File: config.mk
export PLATFORM = sky130hd
export DESIGN_NAME = tw3_spi_regs
export DESIGN_NICKNAME = d
export VERILOG_FILES = /design/src/rtl/tw3_pkg.sv /design/src/rtl/tw3_sync.sv /design/src/rtl/tw3_frame.sv /design/src/rtl/tw3_regs.sv /design/src/rtl/tw3_spi_regs.sv
export SDC_FILE = /design/constraint.sdc
export NUM_CORES = 1
export LEC_CHECK = 0
export ABC_AREA = 1
export BUFFER_PORTS_ARGS = -buffer_cell sky130_fd_sc_hd__buf_2
export CELL_PAD_IN_SITES_DETAIL_PLACEMENT = 1
export CELL_PAD_IN_SITES_GLOBAL_PLACEMENT = 2
export CORE_MARGIN = 2
export CORE_UTILIZATION = 36
export CTS_BUF_LIST = sky130_fd_sc_hd__clkbuf_2 sky130_fd_sc_hd__clkbuf_4 sky130_fd_sc_hd__clkbuf_8
export DETAILED_ROUTE_END_ITERATION = 10
export MAX_ROUTING_LAYER = met4
export PLACE_DENSITY_LB_ADDON = 0.1
export SLEW_MARGIN = 20
export SYNTH_ARGS = -nofsm -noshare
export SYNTH_HDL_FRONTEND = slang
export SYNTH_SLANG_ARGS = --single-unit
export TNS_END_PERCENT = 10
File: constraint.sdc
create_clock -name clk -period 1.72 [get_ports clk]
set_input_delay 0.086 -clock clk [delete_from_list [all_inputs] [get_ports clk]]
set_output_delay 0.086 -clock clk [all_outputs]
set_load 0.05 [all_outputs]
File: src/rtl/tw3_pkg.sv
package tw3_pkg;

    localparam int ADDR_W     = 6;
    localparam int DATA_W     = 8;
    localparam int RES_W      = 3;
    localparam int NIB_W      = 4;
    localparam int CMD_BITS   = ADDR_W + 1;
    localparam int DATA_START = CMD_BITS + 1;
    localparam int FRAME_BITS = DATA_START + DATA_W;
    localparam int CNT_W      = $clog2(FRAME_BITS + 1);
    localparam int CTRL_PWR   = 0;
    localparam int CTRL_SEL   = 7;

    typedef logic [ADDR_W-1:0] addr_t;
    typedef logic [DATA_W-1:0] byte_t;
    typedef logic [CNT_W-1:0]  cnt_t;
    typedef logic [RES_W-1:0]  res_t;

    localparam cnt_t CNT_CMD   = cnt_t'(CMD_BITS);
    localparam cnt_t CNT_DATA  = cnt_t'(DATA_START);
    localparam cnt_t CNT_FULL  = cnt_t'(FRAME_BITS);
    localparam cnt_t CNT_LAST  = cnt_t'(FRAME_BITS - 1);

    localparam addr_t ADR_SCRATCH = addr_t'(0);
    localparam addr_t ADR_IDENT   = addr_t'(1);
    localparam addr_t ADR_RES     = addr_t'(2);
    localparam addr_t ADR_CTRL    = addr_t'(3);

    typedef struct packed {
        addr_t addr;
        logic  rd;
    } cmd_t;

    typedef struct packed {
        logic  we;
        addr_t addr;
        byte_t data;
    } wr_req_t;

    function automatic byte_t pack_ident(input logic [NIB_W-1:0] id,
                                         input logic [NIB_W-1:0] rev);
        return {id, rev};
    endfunction

endpackage

File: src/rtl/tw3_sync.sv
module tw3_sync #(
    parameter int              WIDTH  = 3,
    parameter int              STAGES = 2,
    parameter logic [WIDTH-1:0] INIT  = '0
) (
    input  logic             clk,
    input  logic             rst_n,
    input  logic [WIDTH-1:0] d,
    output logic [WIDTH-1:0] q
);
    logic [WIDTH-1:0] chain [STAGES];

    always_ff @(posedge clk) begin
        if (!rst_n) begin
            for (int i = 0; i < STAGES; i++) chain[i] <= INIT;
        end else begin
            chain[0] <= d;
            for (int i = 1; i < STAGES; i++) chain[i] <= chain[i-1];
        end
    end

    assign q = chain[STAGES-1];
endmodule

File: src/rtl/tw3_frame.sv
module tw3_frame
    import tw3_pkg::*;
(
    input  logic    clk,
    input  logic    rst_n,
    input  logic    cs_act,
    input  logic    sclk_s,
    input  logic    sdi_s,
    input  byte_t   rd_data,
    output addr_t   rd_addr,
    output wr_req_t wr_req,
    output logic    sdo,
    output logic    oe
);
    logic  sclk_q;
    cnt_t  bit_cnt;
    cmd_t  cmd;
    byte_t wshift;
    byte_t tx;
    logic  rise, fall;

    assign rise    = cs_act &  sclk_s & ~sclk_q;
    assign fall    = cs_act & ~sclk_s &  sclk_q;
    assign rd_addr = cmd.addr;

    always_ff @(posedge clk) begin
        if (!rst_n) begin
            sclk_q  <= 1'b0;
            bit_cnt <= '0;
            cmd     <= '0;
            wshift  <= '0;
            tx      <= '0;
            sdo     <= 1'b0;
            oe      <= 1'b0;
            wr_req  <= '0;
        end else begin
            sclk_q    <= sclk_s;
            wr_req.we <= 1'b0;
            if (!cs_act) begin
                bit_cnt <= '0;
                oe      <= 1'b0;
            end else begin
                if (rise && bit_cnt != CNT_FULL) begin
                    bit_cnt <= bit_cnt + cnt_t'(1);
                    if (bit_cnt < CNT_CMD)
                        cmd <= {cmd[CMD_BITS-2:0], sdi_s};
                    else if (bit_cnt >= CNT_DATA)
                        wshift <= {wshift[DATA_W-2:0], sdi_s};
                    if (bit_cnt == CNT_LAST && !cmd.rd) begin
                        wr_req.we   <= 1'b1;
                        wr_req.addr <= cmd.addr;
                        wr_req.data <= {wshift[DATA_W-2:0], sdi_s};
                    end
                end
                if (fall && cmd.rd) begin
                    if (bit_cnt == CNT_DATA) begin
                        sdo <= rd_data[DATA_W-1];
                        tx  <= {rd_data[DATA_W-2:0], 1'b0};
                        oe  <= 1'b1;
                    end else if (bit_cnt > CNT_DATA && bit_cnt < CNT_FULL) begin
                        sdo <= tx[DATA_W-1];
                        tx  <= {tx[DATA_W-2:0], 1'b0};
                    end else if (bit_cnt == CNT_FULL) begin
                        oe  <= 1'b0;
                    end
                end
            end
        end
    end
endmodule

File: src/rtl/tw3_regs.sv
module tw3_regs
    import tw3_pkg::*;
#(
    parameter logic [NIB_W-1:0] CHIP_ID     = 4'h1,
    parameter logic [NIB_W-1:0] CHIP_REV    = 4'h0,
    parameter res_t             RES_DEFAULT = 3'd7
) (
    input  logic    clk,
    input  logic    rst_n,
    input  wr_req_t wr_req,
    input  addr_t   rd_addr,
    input  res_t    strap_res,
    input  logic    strap_pwr_en,
    output byte_t   rd_data,
    output res_t    res_code,
    output logic    standby
);
    byte_t scratch_q;
    res_t  res_q;
    logic  pwr_q;
    logic  sel_q;

    always_ff @(posedge clk) begin
        if (!rst_n) begin
            scratch_q <= '0;
            res_q     <= RES_DEFAULT;
            pwr_q     <= 1'b0;
            sel_q     <= 1'b0;
        end else if (wr_req.we) begin
            case (wr_req.addr)
                ADR_SCRATCH: scratch_q <= wr_req.data;
                ADR_RES:     res_q     <= wr_req.data[RES_W-1:0];
                ADR_CTRL: begin
                    pwr_q <= wr_req.data[CTRL_PWR];
                    sel_q <= wr_req.data[CTRL_SEL];
                end
                default: ;
            endcase
        end
    end

    always_comb begin
        rd_data = '0;
        case (rd_addr)
            ADR_SCRATCH: rd_data = scratch_q;
            ADR_IDENT:   rd_data = pack_ident(CHIP_ID, CHIP_REV);
            ADR_RES:     rd_data[RES_W-1:0] = res_q;
            ADR_CTRL: begin
                rd_data[CTRL_PWR] = pwr_q;
                rd_data[CTRL_SEL] = sel_q;
            end
            default: rd_data = '0;
        endcase
    end

    assign res_code = sel_q ? res_q  : strap_res;
    assign standby  = sel_q ? ~pwr_q : ~strap_pwr_en;
endmodule

File: src/rtl/tw3_spi_regs.sv
module tw3_spi_regs
    import tw3_pkg::*;
#(
    parameter logic [NIB_W-1:0] CHIP_ID     = 4'h1,
    parameter logic [NIB_W-1:0] CHIP_REV    = 4'h0,
    parameter res_t             RES_DEFAULT = 3'd7,
    parameter int               SYNC_STAGES = 2
) (
    input  logic       clk,
    input  logic       rst_n,
    input  logic       cs_n,
    input  logic       sclk,
    input  logic       sdio_in,
    output logic       sdio_out,
    output logic       sdio_oe,
    input  logic [2:0] strap_res,
    input  logic       strap_pwr_en,
    output logic [2:0] res_code,
    output logic       standby
);
    logic [2:0] pins_s;
    logic       cs_act, sclk_s, sdi_s;
    addr_t      rd_addr;
    byte_t      rd_data;
    wr_req_t    wr_req;

    tw3_sync #(.WIDTH(3), .STAGES(SYNC_STAGES), .INIT(3'b100)) u_sync (
        .clk(clk), .rst_n(rst_n), .d({cs_n, sclk, sdio_in}), .q(pins_s)
    );

    assign cs_act = ~pins_s[2];
    assign sclk_s =  pins_s[1];
    assign sdi_s  =  pins_s[0];

    tw3_frame u_frame (
        .clk(clk), .rst_n(rst_n), .cs_act(cs_act), .sclk_s(sclk_s),
        .sdi_s(sdi_s), .rd_data(rd_data), .rd_addr(rd_addr),
        .wr_req(wr_req), .sdo(sdio_out), .oe(sdio_oe)
    );

    tw3_regs #(.CHIP_ID(CHIP_ID), .CHIP_REV(CHIP_REV), .RES_DEFAULT(RES_DEFAULT)) u_regs (
        .clk(clk), .rst_n(rst_n), .wr_req(wr_req), .rd_addr(rd_addr),
        .strap_res(strap_res), .strap_pwr_en(strap_pwr_en),
        .rd_data(rd_data), .res_code(res_code), .standby(standby)
    );
endmodule

# Yosys cells after proc, flatten, opt, wreduce, memory -nomap -nowiden
# Memories as Yosys holds them, arrays and structs flattened.
# Index checks and enable logic that the tools add are counted.
[word_totals] ff_bits=58 latch_bits=0 ramBits=6 rom_bits=0 input_bits=9 wordCells=82 memories=1
[classes] n_addsub=1 multipliers=0 div_mod_pow=0 order_cmp=4 eq_ne=10 shift=0 muxes=18 bitwise_logic=14 reduce_logical=19
[mem_list] name="u_sync.chain" words=2 width=3 read_ports=2 rd_clocked_by_memory_dff=0 wr=2 line="tw3_sync.sv:11" text="logic [WIDTH-1:0] chain [STAGES];"
[op_table] cell="equality test 6 x 2 -> 1 bit (second input constant)" count=4
[op_table] cell="two-way mux 8 bit" count=2
[op_table] cell="two-way mux 15 bit" count=1
[op_table] cell="logical NOT 6 bit" count=2
[op_table] cell="AND reduction 3 bit" count=4
[op_table] cell="equality test 5 x 4 -> 1 bit (second input constant)" count=2
[op_table] cell="two-way mux 3 bit" count=3
[op_table] cell="two-way mux 1 bit" count=8
[op_table] cell="inverter 1 bit" count=8
[op_table] cell="case mux 4 bit (2 select lines)" count=1
[op_table] cell="equality test 6 x 1 -> 1 bit (second input constant)" count=1
[op_table] cell="AND reduction 2 bit" count=3
[op_table] cell="adder 5 x 1 -> 5 bit (second input constant)" count=1
[op_table] cell="equality test 5 bit (second input constant)" count=1
[op_table] cell="greater-or-equal comparator 5 x 4 -> 1 bit (second input constant)" count=1
[op_table] cell="greater-than comparator 5 x 4 -> 1 bit (second input constant)" count=1
[op_table] cell="< comparator 5 x 3 -> 1 bit (second input constant)" count=1
[op_table] cell="< comparator 5 bit (second input constant)" count=1
[op_table] cell="!= test 5 bit (second input constant)" count=1
[op_table] cell="bitwise AND 1 bit" count=4
[op_table] cell="logical AND 1 bit" count=4
[op_table] cell="case mux 2 bit (2 select lines)" count=1
[op_table] cell="AND reduction 4 bit" count=1
[op_table] cell="nonzero test 2 bit" count=2
[op_table] cell="7 further kinds" count=8

# Logic depth before layout (Yosys ltp)
# Gate-level depths: netlist (run 1).
[depth] ltp_word=6 ltp_mapped=10 mapped_depth_nobuf=10

# Modules after synthesis
# Synthesis (run 1) repeated with hierarchy kept, for this count alone.
[unflattened] cells_unflattened=472 hier_area_um2=3128.0
[by_module_without_submodules] module="tw3_frame" instances=1 cells_each=321 area_each_um2=2167.1 seq_area_each_um2=880.8
[by_module_without_submodules] module="tw3_regs" instances=1 cells_each=129 area_each_um2=769.5 seq_area_each_um2=260.2
[by_module_without_submodules] module="tw3_sync" instances=1 cells_each=21 area_each_um2=187.7 seq_area_each_um2=120.1
[by_module_without_submodules] module="tw3_spi_regs" instances=1 cells_each=1 area_each_um2=3.8 seq_area_each_um2=0.0

# Worst setup path after synthesis (run 1)
# No wires, ideal clock.
[synth_timing] path_kind="flip-flop to output port" start="reg u_regs.sel_q" end="out standby" arrival_time_ps=1391 setup_slack_ps=243 stages_incl_launch_ff=3 n_path_buf=1 cell_sequence="dfxtp_1 > clkbuf_1 > mux2i_1"
[synth_via] elab_chain_len=1
[synth_lines] element="start, declared" line="tw3_regs.sv:21" text="logic sel_q;"
[synth_lines] element="start signal, assigned" line="tw3_regs.sv:35" text="sel_q <= wr_req.data[CTRL_SEL];"
[synth_lines] element="two-way mux 1 bit" line="tw3_regs.sv:57" text="assign standby = sel_q ? ~pwr_q : ~strap_pwr_en;"
[synth_lines] element="end, declared" line="tw3_spi_regs.sv:19" text="output logic standby"
# No other way between the ends.

# Worst setup path in the final report (run 1)
[layout_timing] start="reg u_frame.bit_cnt[1]" end="reg u_frame.wr_req[9] (netlist name)"
[layout_via] elab_chain_len=3 word_cells_on_any_way=5
[layout_lines] element="start, declared" line="tw3_frame.sv:16" text="cnt_t bit_cnt;"
[layout_lines] element="start signal, assigned" line="tw3_frame.sv:44" text="bit_cnt <= bit_cnt + cnt_t'(1);"
[layout_lines] element="equality test 5 x 4 -> 1 bit / != test 5 bit (equally long branches)" line="tw3_frame.sv:49, tw3_frame.sv:43"
[layout_lines] element="logical AND 1 bit (on tied branches)" line="tw3_frame.sv:49, tw3_frame.sv:43"
[layout_lines] element="AND reduction 3 bit (no source line) *"
# Mark *: on every way between the ends. The rest lies on a longest branch, timed or not.
# A chain may end at the register's enable or synchronous reset.

==> reports/metrics.csv, run 1 <==
stage,metric,value,unit
outcome,outcome,"complete, no violations",
min_path,worstHoldStart,rst_n,
logic_synthesis,syn_avg_cell_area,7.35,sq um
clocking,cts.sinks,63,
placement,buffer_ports.inserted,14,
setup_path,arrival,1900,ps
pwr,ir_drop,453,uV
logic_synthesis,syn_nets,372,
drt,wire_per_inst,13.5,microns
min_path,whs_path_depth,3,
pwr,p_int,2.52,mW
final_layout,fin_util,44.7,%
drt,dr.pass1.iters,4,
pwr,clkPwrFrac,50.4,%
drt,drtIter0Drc,98,
timing,fmax,0.612,GHz
timing,tns,0,ps
clocking,cts_tree,built,
global_route,grtUsageTotal,18.0,%
pwr,power_switching,0.642,mW
clocking,cts_buffers,9,
drt,top_layer_used,met4,
die,die_y,89.7,microns
logic_synthesis,ys_seq_area_share,47.7,%
placement,gp_congestion,0.792,
setup_path,crit_required,1990,ps
logic_synthesis,synth_area_leaders,"dfxtp_1 48%, nor2_1 10%, nand2_1 8.2%",
final_layout,final_layout_size_suffix_gt1_share,16.0,%
drt,wl,6670,microns
timing,slew_headroom,67.7,%
timing,setup_viol,0,
logic_synthesis,netlist_instances,360,
timing,timing.hold.ws,105,ps
setup_path,worstReg2RegStart,u_frame.bit_cnt[1],
timing,hold_viol,0,
placement,place_hpwl,4600,microns
global_route,grt_pass1_wl,11300,microns
die,initial_core_util,36.9,%
die,pin_count,15,
setup_path,r2r-end,u_frame.wr_req[9],
logic_synthesis,syn_area,2650,sq um
pwr,switching_share,20.3,%
placement,dp.cells,469,
timing,worst_slew_pin_slew,485,ps
final_layout,fin_area,3210,sq um
clocking,path_clk_slew,70,ps
global_route,antenna_found_initial,0,
drt,viasPerCell,4.66,
clocking,cts.htree.levels,3,
die,die_area,8050,sq um
clocking,clk_latency,340,ps
drt,wl_met3,154,microns
drt,ant_nets,0,
drt,drc,0,
final_layout,nFillCells,918,
clocking,cts.path.max_buffers,2,
timing,slew_violations,0,
die,row_count,31,
logic_synthesis,synth_top_cell_area_share,47.7,%
drt,via_count,2299,
pwr,pwr-share-comb,2.9,%
drt,dr_wl_met2,3240,microns
die,core_region_area,7180,sq um
timing,post-route-min-period,1630,ps
setup_path,crit_path_max_fanout,14,
timing,setup_ws,87.1,ps
setup_path,worstSetupEndpointType,flop,
logic_synthesis,synth_warnings,0,
min_path,hp-class,in2reg,
placement,dp_slack,47.9,ps
pwr,total_power,3.16,mW
timing,rsz0062_at_grt,true,
final_layout,antenna_cells,0,
global_route,grt_max_degree,52,
global_route,first_global_vias,2356,
setup_path,startpoint_type,flop,
final_layout,finalNonFillerCells,493,
pwr,powerDensity,984,nW/um^2
logic_synthesis,synth_cell_type_count,26,
logic_synthesis,synth-seq-cells,63,
pwr,p_leak,1.50,nW
timing,fin_skew,11.3,ps
min_path,whs_endpoint,u_frame.wr_req[14],
global_route,grt.overflow.total,0,
setup_path,r2r_cells,10,
flow_run,cap_violations,0,
setup_path,rrSetupSlack,90,ps
final_layout,area_growth_syn_to_layout,21.3,%
timing,post-route-period-util,94.9,%
logic_synthesis,yosys.area.top_type,dfxtp_1,
setup_path,critPathKind,reg2reg,
die,die_w,89.7,microns
final_layout,nets,401,
placement,dpl_cell_area,2860,sq um
pwr,seqPwrFrac,46.7,%
drt,wl_met1,3240,microns
clocking,root_buffer,clkbuf_8,
power groups by stage:
stage | Sequential [mW] | Combinational [mW] | Clock, mW
floorplan | 1.51 | 0.0595 | 0
global placement | 1.51 | 0.0851 | 0
detailed placement | 1.51 | 0.0860 | 0
CTS | 1.48 | 0.0911 | 1.64
global route | 1.48 | 0.101 | 1.70
finish | 1.47 | 0.0905 | 1.59
synthesized netlist by cell type:
master and count:
nor2_1 71, dfxtp_1 63, nand2_1 58, inv_1 42, o21ai_0 39, a21oi_1 23, nand3_1 14, nand4_1 13
clkbuf_1 7, or2_2 4, buf_2 3, ha_1 3, mux2_2 3, nor2_2 3, nor3_1 3, a21boi_0 1
buf_4 1, buf_6 1, clkbuf_2 1, inv_2 1, mux2i_1 1, nand2_2 1, nand4_4 1, nor2_4 1
nor3b_4 1, o211ai_1 1
cells by family after synthesis:
logic type | Yosys count | share of synthesized area [%]
compound gates | 64 | 12.3
simple gates | 170 | 28.4
buf+inv | 56 | 8.56
flops | 63 | 47.7
fa+ha+maj | 3 | 1.42
mux | 4 | 1.65
placed cells by master (no fill, tap or decap), drive strengths merged, types with 2 or more instances in the layout:
cell         count
nand2           59
nand4           14
mux2             3
nor3             3
nand3           14
clkbuf          12
dfxtp           63
o21ai           39
clkinvlp         2
or2              4
inv             43
a21oi           23
ha               3
buf             27
nor2            75
bufinv           3
dlygate4sd3      3
final cells by class:
cell class	instances	area, sq um	share of cell area, %
inverters	43	161	5.03
clock buffers	11	145	4.52
well taps	99	124	3.86
repair buffers	31	235	7.33
flip-flops and latches	63	1260	39.4
multi-input cells	241	1180	36.6
clock inverters	5	105	3.27
critical path, stage by stage (launching register included):
cell       delay (ps)
dfxtp_2           340
ha_2              180
inv_1              40
nor3_1            170
ha_1              190
nand4_1            90
buf_4             180
clkbuf_16         170
nand2_1            60
nand2_1            40
nor2_1            100
flip-flops by register name, summed over array words and instances, names as in the netlist:
name              flops
u_frame.wr_req       15
u_regs.res_q          3
u_regs.scratch_q      8
u_sync.chain          6
u_frame.cmd           1
u_regs.pwr_q          1
u_regs.sel_q          1
u_frame.sdo           1
u_frame.tx            7
u_frame.wshift        7
u_frame.oe            1
u_frame.rd_addr       6
u_frame.sclk_q        1
u_frame.bit_cnt       5
layer usage:
layer  GRT usage (%)  up-vias
met2            29.6       22
met4            4.23        0
met3            5.28        2
met1            22.0     1065
met5               -        -
li1                -     1210
worst max-delay path by stage:
stage / start / end / slack, ps / cells after the start
after floorplan: u_regs.sel_q / standby / 240 / 2
after global placement: u_frame.bit_cnt[0] / u_frame.wshift[1] / 80 / 10
after detailed placement: u_frame.bit_cnt[0] / u_frame.wshift[5] / 50 / 10
after CTS: u_frame.bit_cnt[0] / u_frame.wshift[5] / 50 / 10
after global routing: u_frame.bit_cnt[1] / u_frame.wr_req[7] / -30 / 10
final: u_frame.bit_cnt[1] / u_frame.wr_req[9] / 90 / 10
repair_timing:
action | 4_1_cts | 5_1_grt
endpoints found under the setup margin | 0 | 24
hold buffers | 3 | 0
endpoints found under the hold margin | 3 | 0
buffers inserted | 0 | 4
gates resized for setup | 0 | 6
No activity file was read; power rests on OpenSTA's default activity.
==> inputs of run 2 (changes only) <==
Settings changed: CORE_UTILIZATION 36 to 39.
Clock period 1.72 ns to 1.9 ns, I/O delays scaled along.
==> run 2 against run 1 <==
Flip-flop and latch count unchanged. Largest cell class unchanged. Die area fell by 7.3%. Critical path type unchanged. Sequential power shrank 9%. Largest power group is now sequential cells. Non-clock buffer count down 7.
==> reports/metrics.csv, run 2 (synthesized netlist as in run 1, its figures left out) <==
stage,metric,value,unit,change
die,core_region_area,6680,sq um,-6.9%
timing,setup_viol,0,,unchanged
die,pin_count,15,,unchanged
pwr,power_switching,0.589,mW,-8.2%
pwr,p_int,1.99,mW,-21%
clocking,cts.sinks,63,,unchanged
timing,hold_viol,0,,unchanged
timing,setup_ws,295,ps,+208 ps
clocking,cts_setup_buffers,0,,unchanged
setup_path,critPathKind,reg2reg,,
drt,wire_per_inst,13.4,microns,-1.1%
timing,slew_violations,0,,unchanged
drt,via_count,2290,,-0.39%
pwr,clkPwrFrac,45.1,%,-5.3 points
pwr,pwr-share-comb,3.1,%,+0.2 points
final_layout,nets,394,,-1.7%
clocking,cts_tree,built,,
final_layout,largest_register_ffs,15,,unchanged
drt,dr.pass1.iters,4,,unchanged
die,die_area,7460,sq um,-7.3%
outcome,outcome,"complete, no violations",,
global_route,grt_busiest_layer,met2,,
timing,slew_headroom,68.5,%,+0.80 points
global_route,grt.overflow.total,0,,unchanged
final_layout,layout_commonest_cell,nor2_1,,
setup_path,crit_path_max_fanout,8,,-6
timing,tns,0,ps,unchanged
drt,drtIter0Drc,57,,-42%
global_route,met2_usage,28.0,%,-1.6 points
final_layout,antenna_cells,0,,unchanged
pwr,seqPwrFrac,51.8,%,+5.1 points
final_layout,largest-register,u_frame.wr_req,,
drt,ant_nets,0,,unchanged
timing,fin_skew,5.21,ps,-6.07 ps
timing,post-route-min-period,1610,ps,-27.9 ps
min_path,hp-class,in2reg,,
pwr,p_leak,1.43,nW,-4.3%
clocking,ctsResizeCount,0,,unchanged
setup_path,arrival,1830,ps,-70 ps
pwr,powerDensity,847,nW/um^2,-14%
clocking,clk_latency,330,ps,about the same
global_route,grt_use_met1,25.2,%,+3.2 points
drt,drc,0,,unchanged
global_route,grtUsageTotal,18.8,%,+0.77 points
die,initial_core_util,39.6,%,+2.7 points
die,die_y,86.4,microns,-3.7%
drt,wl,6250,microns,-6.3%
timing,fmax,0.623,GHz,+1.7%
placement,buffer_ports.inserted,14,,unchanged
timing,timing.hold.ws,118,ps,+13.2 ps
global_route,grt_max_degree,52,,unchanged
pwr,total_power,2.58,mW,-18%
clocking,root_buffer,clkbuf_8,,
global_route,grt_pass1_wl,10600,microns,-5.9%
clocking,cts_buffers,9,,unchanged
flow_run,cap_violations,0,,unchanged
setup_path,startpoint_type,flop,,
final_layout,reg_top3,"u_frame.wr_req (15), u_regs.scratch_q (8)",,
die,die_w,86.4,microns,-3.7%
timing,post-route-period-util,84.5,%,-10 points
final_layout,area_growth_syn_to_layout,15.0,%,
pwr,switching_share,22.9,%,+2.5 points
setup_path,crit_required,2130,ps,+140 ps
setup_path,worstSetupEndpointType,flop,,
final_layout,final_layout_size_suffix_gt1_share,13.4,%,-2.6 points
timing,worst_slew_pin_slew,473,ps,-11.9 ps
clocking,path_clk_slew,70,ps,about the same
global_route,grt_use_met3,4.10,%,-1.2 points
placement,place_hpwl,4500,microns,-2.1%
drt,viasPerCell,4.90,,+5.2%
global_route,first_global_vias,2224,,-5.6%
timing,rsz0062_at_grt,false,,
clocking,cts.path.max_buffers,2,,unchanged
placement,gp_congestion,0.770,,-2.8%
final_layout,layout.cells.most_common_list,"71 x nor2_1, 63 x dfxtp_1, 58 x nand2_1, 42 x inv_1, 39 x o21ai_0",,
global_route,antenna_found_initial,0,,unchanged
clocking,cts.htree.levels,3,,unchanged
pwr,ir_drop,353,uV,-22%
placement,dp_slack,271,ps,+223 ps
die,row_count,30,,-3.2%
## run 2: cell count changes in the layout (fill, tap and decap cells not counted), sizes merged
cell | previous run | this run
buf | 27 | 21
clkbuf | 12 | 10
bufinv | 3 | 1
clkinv | 0 | 3
## run 2: timing repair
item | 4_1_cts | 5_1_grt
hold buffers | 3 | 0
hold endpoints to repair | 3 | 0
setup endpoints to repair | 0 | 0
## run 2: routing by layer
layer  routed length, microns  vias to the layer above
met2                     2940                       18
met5                        0                        -
met1                     3120                     1069
met4                       42                        0
met3                      147                        4
li1                         -                     1199
## run 2: worst max-delay path, stage by stage (launching register included)
cell and delay [ps]:
dfxtp_1 360, inv_1 80, ha_1 210, inv_1 70
nor2_2 50, nand3_1 120, nand2_2 140, nor2_4 220
inv_2 110, nor2_1 100, nor2_1 50
## run 2: power by group through the flow
stage / Combinational, mW / Sequential (mW) / Clock (mW)
finish: 0.0792 / 1.34 / 1.16
global route: 0.0892 / 1.34 / 1.27
CTS: 0.0808 / 1.34 / 1.20
detailed placement: 0.0763 / 1.37 / 0
global placement: 0.0742 / 1.37 / 0
floorplan: 0.0538 / 1.36 / 0
## run 2: worst paths after layout
check | from | end | slack, ps | cells after the start
setup / recovery | u_frame.bit_cnt[0] | u_frame.wshift[2] | 290 | 10
hold / removal | rst_n | u_frame.wr_req[14] | 120 | 3
hold reg to reg | u_sync.chain[0][0] | u_sync.chain[0][3] | 430 | 2
setup reg to reg | u_frame.bit_cnt[0] | u_frame.wshift[2] | 290 | 10
## run 2: area by class of cell
cell class                 instances  area, sq um
tap                               80          100
fill                             844         3640
clock buffer                      10          138
timing repair buffer              24          165
inverter                          43          161
sequential                        63         1260
multi-input combinational        241         1160
clock inverter                     6         60.1
## run 2: per-stage QoR
stage	cell area (sq um)	util [%]	instances
finish	3040	45.6	467
CTS	3040	45.6	467
detailed placement	2820	42.2	448
global placement	2820	42.2	448
floorplan	2650	-	360
global route	3040	45.6	467
